[config.mk]
export PLATFORM = sky130hd
export DESIGN_NAME = sysref_lmfc_gen
export DESIGN_NICKNAME = d
export VERILOG_FILES = /design/src/rtl/sysref_lmfc_pkg.sv /design/src/rtl/sysref_lmfc_dp.sv /design/src/rtl/sysref_lmfc_ctl.sv /design/src/rtl/sysref_lmfc_gen.sv
export SDC_FILE = /design/constraint.sdc
export NUM_CORES = 1
export LEC_CHECK = 0
export ABC_CLOCK_PERIOD_IN_PS = 3800
export BUFFER_PORTS_ARGS = -buffer_cell sky130_fd_sc_hd__buf_2
export CORE_MARGIN = 5
export CORE_UTILIZATION = 41
export CTS_BUF_LIST = sky130_fd_sc_hd__clkbuf_8
export DETAILED_ROUTE_END_ITERATION = 6
export GPL_ROUTABILITY_DRIVEN = 0
export GPL_TIMING_DRIVEN = 0
export HOLD_SLACK_MARGIN = 0.12
export PLACE_DENSITY = 0.64
export RECOVER_POWER = 25
export SKIP_CTS_REPAIR_TIMING = 1
export SYNTH_ARGS = -nofsm -noshare
export SYNTH_HDL_FRONTEND = slang
export SYNTH_SLANG_ARGS = --single-unit
[constraint.sdc]
create_clock -name clk -period 3.8 [get_ports clk]
set_input_delay 0.38 -clock clk [delete_from_list [all_inputs] [get_ports clk]]
set_output_delay 0.38 -clock clk [all_outputs]
set_load 0.01 [all_outputs]
[src/rtl/sysref_lmfc_pkg.sv]
package sysref_lmfc_pkg;
  localparam int ST_CAPTURED = 0;
  localparam int ST_MULTI    = 1;
  localparam int ST_MISALIGN = 2;
  localparam int ST_W        = 3;

  typedef struct packed {
    logic genRun;    // generator counting and allowed to pulse
    logic lmfcZero;  // force the multiframe counter to 0 next edge
  } lmfcStrobes_t;
endpackage

[src/rtl/sysref_lmfc_dp.sv]
module sysref_lmfc_dp
  import sysref_lmfc_pkg::*;
#(
  parameter int F_W       = 5,
  parameter int K_W       = 6,
  parameter int PW_W      = 4,
  parameter int DEF_PULSE = 2,
  localparam int CNT_W    = F_W + K_W - 2
) (
  input  logic             clk,
  input  logic             rstN,
  input  lmfcStrobes_t     strobes,
  input  logic [F_W-1:0]   octetsPerFrame,
  input  logic [K_W-1:0]   framesPerMf,
  input  logic [PW_W-1:0]  pulseWidthCfg,
  output logic             sysrefOut,
  output logic [CNT_W-1:0] lmfcCount,
  output logic             lmfcLast,
  output logic             genWrap
);
  localparam int PROD_W = F_W + K_W;

  logic [PROD_W-1:0] octetProduct;
  logic [CNT_W-1:0]  mfLen, lastIdx, pulseLen, genCnt, lmfcCnt;

  // four octets per link clock: multiframe length = F*K/4
  assign octetProduct = PROD_W'(octetsPerFrame) * PROD_W'(framesPerMf);
  assign mfLen        = CNT_W'(octetProduct >> 2);
  assign lastIdx      = mfLen - CNT_W'(1);
  assign pulseLen     = (pulseWidthCfg == '0) ? CNT_W'(DEF_PULSE) : CNT_W'(pulseWidthCfg);

  always_ff @(posedge clk or negedge rstN) begin
    if (!rstN) begin
      genCnt    <= '0;
      sysrefOut <= 1'b0;
    end else if (!strobes.genRun) begin
      genCnt    <= '0;
      sysrefOut <= 1'b0;
    end else begin
      genCnt    <= (genCnt >= lastIdx) ? '0 : genCnt + CNT_W'(1);
      sysrefOut <= (genCnt < pulseLen);
    end
  end

  always_ff @(posedge clk or negedge rstN) begin
    if (!rstN) begin
      lmfcCnt <= '0;
    end else if (strobes.lmfcZero || lmfcCnt >= lastIdx) begin
      lmfcCnt <= '0;
    end else begin
      lmfcCnt <= lmfcCnt + CNT_W'(1);
    end
  end

  assign lmfcCount = lmfcCnt;
  assign lmfcLast  = (lmfcCnt == lastIdx);
  assign genWrap   = strobes.genRun && (genCnt >= lastIdx);
endmodule

[src/rtl/sysref_lmfc_ctl.sv]
module sysref_lmfc_ctl
  import sysref_lmfc_pkg::*;
(
  input  logic            clk,
  input  logic            rstN,
  input  logic            enable,
  input  logic            contMode,
  input  logic            sysrefIn,
  input  logic            lmfcLast,
  input  logic            genWrap,
  output lmfcStrobes_t    strobes,
  output logic [ST_W-1:0] status
);
  logic sysSampled, sysPrev, sysEdge;
  logic captured, multiSeen, misalign, genDone;

  always_ff @(posedge clk or negedge rstN) begin
    if (!rstN) begin
      sysSampled <= 1'b0;
      sysPrev    <= 1'b0;
    end else begin
      sysSampled <= sysrefIn;
      sysPrev    <= sysSampled;
    end
  end

  assign sysEdge = sysSampled & ~sysPrev;

  always_ff @(posedge clk or negedge rstN) begin
    if (!rstN) begin
      captured  <= 1'b0;
      multiSeen <= 1'b0;
      misalign  <= 1'b0;
    end else if (sysEdge) begin
      if (!captured) begin
        captured <= 1'b1;
      end else begin
        multiSeen <= 1'b1;
        if (contMode && !lmfcLast) misalign <= 1'b1;
      end
    end
  end

  // single-shot generation: stop after one full period until enable drops
  always_ff @(posedge clk or negedge rstN) begin
    if (!rstN)                     genDone <= 1'b0;
    else if (!enable)              genDone <= 1'b0;
    else if (genWrap && !contMode) genDone <= 1'b1;
  end

  assign strobes.lmfcZero = sysEdge && (!captured || contMode);
  assign strobes.genRun   = enable && !genDone;

  always_comb begin
    status              = '0;
    status[ST_CAPTURED] = captured;
    status[ST_MULTI]    = multiSeen;
    status[ST_MISALIGN] = misalign;
  end
endmodule

[src/rtl/sysref_lmfc_gen.sv]
module sysref_lmfc_gen
  import sysref_lmfc_pkg::*;
#(
  parameter int F_W       = 5,
  parameter int K_W       = 6,
  parameter int PW_W      = 4,
  parameter int DEF_PULSE = 2,
  parameter int ADDR_W    = 8,
  parameter int DATA_W    = 32,
  parameter logic [ADDR_W-1:0] STATUS_ADDR = 'h10,
  localparam int CNT_W    = F_W + K_W - 2
) (
  input  logic              clk,
  input  logic              rstN,
  input  logic              enable,
  input  logic              contMode,
  input  logic [F_W-1:0]    octetsPerFrame,
  input  logic [K_W-1:0]    framesPerMf,
  input  logic [PW_W-1:0]   pulseWidthCfg,
  input  logic              sysrefIn,
  output logic              sysrefOut,
  output logic              lmfcBoundary,
  output logic [CNT_W-1:0]  lmfcCount,
  input  logic [ADDR_W-1:0] rdAddr,
  output logic [DATA_W-1:0] rdData
);
  lmfcStrobes_t    strobes;
  logic [ST_W-1:0] statusBits;
  logic            lmfcLast, genWrap;

  sysref_lmfc_ctl u_ctl (
    .clk(clk), .rstN(rstN), .enable(enable), .contMode(contMode),
    .sysrefIn(sysrefIn), .lmfcLast(lmfcLast), .genWrap(genWrap),
    .strobes(strobes), .status(statusBits)
  );

  sysref_lmfc_dp #(
    .F_W(F_W), .K_W(K_W), .PW_W(PW_W), .DEF_PULSE(DEF_PULSE)
  ) u_dp (
    .clk(clk), .rstN(rstN), .strobes(strobes),
    .octetsPerFrame(octetsPerFrame), .framesPerMf(framesPerMf),
    .pulseWidthCfg(pulseWidthCfg), .sysrefOut(sysrefOut),
    .lmfcCount(lmfcCount), .lmfcLast(lmfcLast), .genWrap(genWrap)
  );

  assign lmfcBoundary = (lmfcCount == '0);

  always_ff @(posedge clk or negedge rstN) begin
    if (!rstN)                     rdData <= '0;
    else if (rdAddr == STATUS_ADDR) rdData <= DATA_W'(statusBits);
    else                           rdData <= '0;
  end
endmodule

After elaboration in Yosys (flattened, before gate mapping)
Cells that the tools add are included.
{"block": "op_classes", "addsub": 3, "eq_ne": 3, "n_reduce_logical": 15, "bitwise_logic": 2, "multipliers": 1, "muxes": 8, "div": 0, "magnitude_cmp": 3, "n_shift": 0}
{"operator": "2-to-1 mux 9 bit", "count": 3}
{"operator": "adder 9 x 1 -> 9 bit (second input constant)", "count": 2}
{"operator": ">= comparator 9 bit", "count": 2}
{"operator": "multiplier 5 x 6 -> 11 bit", "count": 1}
{"operator": "== test 9 bit", "count": 1}
{"operator": "logical NOT 9 bit", "count": 1}
{"operator": "< comparator 9 bit", "count": 1}
{"operator": "subtractor 9 x 1 -> 9 bit (second input constant)", "count": 1}
{"operator": "== test 8 x 5 -> 1 bit (second input constant)", "count": 1}
{"operator": "logical AND 1 bit", "count": 5}
{"operator": "logical NOT 1 bit", "count": 4}
{"operator": "logical NOT 4 bit", "count": 1}
{"operator": "2-to-1 mux 4 bit", "count": 1}
{"operator": "2-to-1 mux 1 bit", "count": 3}
{"operator": "2-to-1 mux 3 bit", "count": 1}
{"operator": "AND reduction 3 bit", "count": 1}
{"operator": "logical OR 1 bit", "count": 2}
{"operator": "inequality test 2 x 1 -> 1 bit (second input constant)", "count": 1}
{"operator": "AND reduction 2 bit", "count": 1}
{"operator": "bitwise AND 1 bit", "count": 1}
{"operator": "inverter 1 bit", "count": 1}
{"block": "totals", "output_inout_bits": 43, "ramBits": 0, "romBits": 0, "latch_bits": 0, "word_cells": 45, "regBits": 28, "n_memories": 0}

Logic depth before layout (Yosys ltp)
{"block": "depth", "ltp_word": 7, "depth_mapped": 20}

Modules after synthesis
A second synthesis with hierarchy kept.
{"block": "unflattened", "hier_cells": 333, "area_unflattened_um2": 3091.7}
{"module": "sysref_lmfc_dp", "area_each_um2": 2483.6, "seq_area_each_um2": 475.5, "instances": 1, "cells_each": 269}
{"module": "sysref_lmfc_gen", "area_each_um2": 366.6, "seq_area_each_um2": 75.1, "instances": 1, "cells_each": 44}
{"module": "sysref_lmfc_ctl", "area_each_um2": 241.5, "seq_area_each_um2": 150.1, "instances": 1, "cells_each": 20}

Worst setup path before layout
Ideal clock, no wire load.
{"block": "synth_timing", "path_type": "input to register", "start": "input framesPerMf[1]", "end": "register u_dp.lmfcCnt[8] (netlist: u_dp.lmfcCount[8])", "arrival_ps": 5019, "required_ps": 3642, "cell_stages": 19, "setup_slack_ps": -1377, "path_cell_list": "and2_1 -> fa_1 -> inv_1 -> fa_1 -> fa_1 -> inv_1 -> ha_1 -> nor2_1 -> or3b_1 -> a221o_1 -> and2_1 -> ha_1 -> nand2_1 -> nor2_1 -> nor2_1 -> a211oi_1 -> a221oi_2 -> o31ai_1 -> mux2i_1"}
{"block": "synth_between", "elab_chain_cells": 5}
{"item": "from (decl)", "line": "sysref_lmfc_gen.sv:18", "source": "input logic [K_W-1:0] framesPerMf,"}
{"item": "multiplier 5 x 6 -> 11 bit", "line": "sysref_lmfc_dp.sv:27", "source": "assign octetProduct = PROD_W'(octetsPerFrame) * PROD_W'(framesPerMf);"}
{"item": "subtractor 9 x 1 -> 9 bit", "line": "sysref_lmfc_dp.sv:29", "source": "assign lastIdx = mfLen - CNT_W'(1);"}
{"item": ">= comparator 9 bit", "line": "sysref_lmfc_dp.sv:48", "source": "end else if (strobes.lmfcZero || lmfcCnt >= lastIdx) begin"}
{"item": "logical OR 1 bit", "line": "sysref_lmfc_dp.sv:48"}
{"item": "2-to-1 mux 9 bit", "line": "sysref_lmfc_dp.sv:48"}
{"item": "to (signal assigned)", "line": "sysref_lmfc_dp.sv:51", "source": "lmfcCnt <= lmfcCnt + CNT_W'(1);"}
{"item": "to (decl)", "line": "sysref_lmfc_dp.sv:24", "source": "logic [CNT_W-1:0] mfLen, lastIdx, pulseLen, genCnt, lmfcCnt;"}
No other way between the ends.
A chain may end at the register's enable or synchronous reset.

Final worst setup path
{"block": "layout_timing", "start": "input framesPerMf[3]", "end": "register u_dp.lmfcCnt[1] (netlist: u_dp.lmfcCount[1])"}
The elaborated chain is that of the path after synthesis.

==> flow_summary.ini <==
[floorplanning]
io_pins = 71
die_width_um = 96.9
die_h_um = 96.9
num_rows = 31
die_area_um2 = 9390
core_um2 = 7290
start_util = 0.425

[worst_setup_path]
cp.required_ns = 3.97
critical_path_class = input pin to flop
startpoint_type = input pin
worst_path_most_repeated_cell = fa_1
cp.arrival_ns = 4.85
crit_chain = buf_8, and2_4, fa_1, inv_1, fa_1, fa_1, inv_2, ha_4, nor2_4, or3b_1, a221o_1, and2_4, ha_4, o21ai_2, a21o_1, a211oi_2, a221oi_4, o31ai_4, buf_6, a21boi_1
cp_max_fo = 7
slowest_delay_ns = 0.53
endpoint_kind = flop
critPathTopFamily = adder cells
slowest_stage = fa_1
path_buf_inv = 4

[status]
violations = max-capacitance violations, max-slew violations, negative setup slack
status = finished with violations

[yosys]
synthFlopType = dfrtp_1
synth.distinct_cells = 57
syn_area_um2 = 3100
seq_area_frac_synth = 0.226
ys_ff_latch = 28
synthArstFlopShare = 1.00
synth_area_leaders = dfrtp_1 (23%), ha_1 (15%), fa_1 (7.8%), buf_4 (7.0%), and2_1 (4.0%)
yosysWarningCount = 0
synth_edf_count = 0
yosysTopAreaCell = dfrtp_1
avgSynthCellArea_um2 = 9.22
synth.top_cell.area_share = 0.226
synthesis.instances = 336

[placement]
hpwl_um = 5390
io_buffers = 41
pre_cts_slack_ns = -1.58
placed_cell_area_um2 = 3670
dpl.cell_count = 504

[power_and_ir_drop]
power_mw = 1.81
combPwrFrac = 0.650
vdd_drop_max_v = 0.000174
pwr-share-seq = 0.218
p_int_mw = 1.03
powerDensity_nw_per_um2 = 438
p_sw_mw = 0.787
p_sw_frac = 0.434
p_leak_nw = 1.97
clkPwrFrac = 0.132

[timing]
worst_pin_slew_ns = 1.54
timing.final.crit_share = 1.23
finalClockSkew_ns = 0.00449
fmaxAchievable_mhz = 214
rsz0062_at_grt = true
slew_headroom = -0.0239
min_period_ns = 4.67
maxSlewViolCount = 29
final-setup-viol-count = 20
hold_viol = 0
fin_ws_ns = -0.873

[global_route]
grt_pass1_vias = 2513
gr-total-overflow = 0
grt_pass1_wl_um = 11400
antenna_found_initial = 0
grt_max_degree = 29
globalRouteTotalUtil = 0.140

[final_layout]
finalNonFillerCells = 524
syn_to_final_growth_pct = 33.8
final_area_um2 = 4150
final_core_util = 0.568
diodes = 0
drive_gt1_frac = 0.365
finalNetCount = 503

[cts]
clock_path_buffers = 2
htree_levels = 1
tritoncts = built
cts_made_buffers = 3
root_buffer = clkbuf_8
clkTransAtPathRegs_ns = 0.10
clock_sinks = 28
clk_latency_ns = 0.28

[route]
routed_wl_um = 6960
drc_errors = 0
num_vias = 2595
wl_per_cell_um = 13.3
drt_first_iter_violations = 49
drtPass1Iterations = 4
avgViaCountPerCell = 4.95
ant_nets = 0

[job]
cap_violations = 1

[min_path]
hp-class = input pin to flop
## logic make-up after synthesis
logic type               synth area share
buffers and inverters               0.106
other                             0.00121
AND/OR/NAND/NOR                     0.164
multiplexers                      0.00323
XOR/XNOR                           0.0868
AO/OA/AOI/OAI                       0.182
adder cells (fa/ha/maj)             0.230
flip-flops                          0.226
## sequential cells by signal, summed over array words and instances, names as in the netlist
register	flops
u_dp.genCnt	9
u_dp.lmfcCount	9
rdData	3
u_ctl.captured	1
u_ctl.genDone	1
u_ctl.misalign	1
u_ctl.multiSeen	1
u_ctl.sysPrev	1
u_ctl.sysSampled	1
u_dp.sysrefOut	1
## worst paths after layout
| check | from | endpoint | slack, ns | depth (start not counted) |
|---|---|---|---|---|
| worst max-delay path | framesPerMf[3] | u_dp.lmfcCount[1]$_DFF_PN0_ | -0.87 | 20 |
| worst min-delay path | sysrefIn | u_ctl.sysSampled$_DFF_PN0_ | 0.20 | 1 |
| worst max register to register | u_dp.genCnt[0]$_DFF_PN0_ | u_dp.genCnt[2]$_DFF_PN0_ | 1.14 | 11 |
| worst min register to register | u_ctl.sysSampled$_DFF_PN0_ | u_ctl.sysPrev$_DFF_PN0_ | 0.38 | 0 |
| max in group asynchronous | rstN | rdData[2]$_DFF_PN0_ | 2.45 | 1 |
| min in group asynchronous | rstN | u_dp.genCnt[2]$_DFF_PN0_ | 0.46 | 1 |
## cells in the final DEF, fill, tap and decap left out, drive strengths merged, types with 12 or more instances in the layout
master / instances
nor2: 18
and2: 20
a21oi: 13
xor2: 14
fa: 12
buf: 87
ha: 37
xnor2: 12
dfrtp: 28
nand2: 26
inv: 24
conb: 29
## worst register-to-register path: cells and delay by family, from the launching register on
kind                       cells  cell delay (ns)
AOI/OAI and AO/OA              7             1.41
DFF                            1             0.46
adders and majority gates      1             0.28
buffers and inverters          2             0.25
and+or+nand+nor                1             0.14
## synthesized netlist by cell type (4+ instances only)
library cell / number
a2111oi_1: 8
a211oi_1: 5
a21o_1: 5
a21oi_1: 13
and2_1: 20
buf_4: 29
dfrtp_1: 28
fa_1: 12
ha_1: 37
inv_1: 24
nand2_1: 26
nand3_1: 10
nor2_1: 18
nor3_1: 4
o211ai_1: 4
o21ai_0: 11
xnor2_1: 12
xor2_1: 13
## layer usage
layer  part of all wire  track usage  vias up
li1                   -            -     1300
met5                  0            0        -
met2               0.53        0.252       56
met1               0.43        0.176     1231
met4              0.013       0.0400        0
met3              0.033       0.0144        8
## metrics by stage
stage / setup TNS, ns / hold WS (ns)
2_1_floorplan: -18.42 / 0.0844
3_3_place_gp: -26.28 / 0.361
3_5_place_dp: -27.84 / 0.360
4_1_cts: -22.15 / 0.140
5_1_grt: -19.34 / 0.200
6_report: -16.14 / 0.199
## layout make-up
cell class	count	area, µm²
fillers	685	3150
multi-input cells	278	2530
flip-flops and latches	28	701
repair buffers	57	394
plain buffers	34	238
well taps	99	124
inverters	24	90.1
clock buffers	3	41.3
clock inverters	1	30.0
## power groups by stage
| stage | combinational, mW | sequential [mW] | clock (mW) |
|---|---|---|---|
| after global routing | 1.31 | 0.402 | 0.256 |
| after floorplan | 0.738 | 0.398 | 0 |
| final | 1.18 | 0.396 | 0.239 |
| after global placement | 0.926 | 0.398 | 0 |
| after CTS | 0.967 | 0.393 | 0.245 |
| after detailed placement | 0.958 | 0.399 | 0 |
No activity file was read; power rests on OpenSTA's default activity.
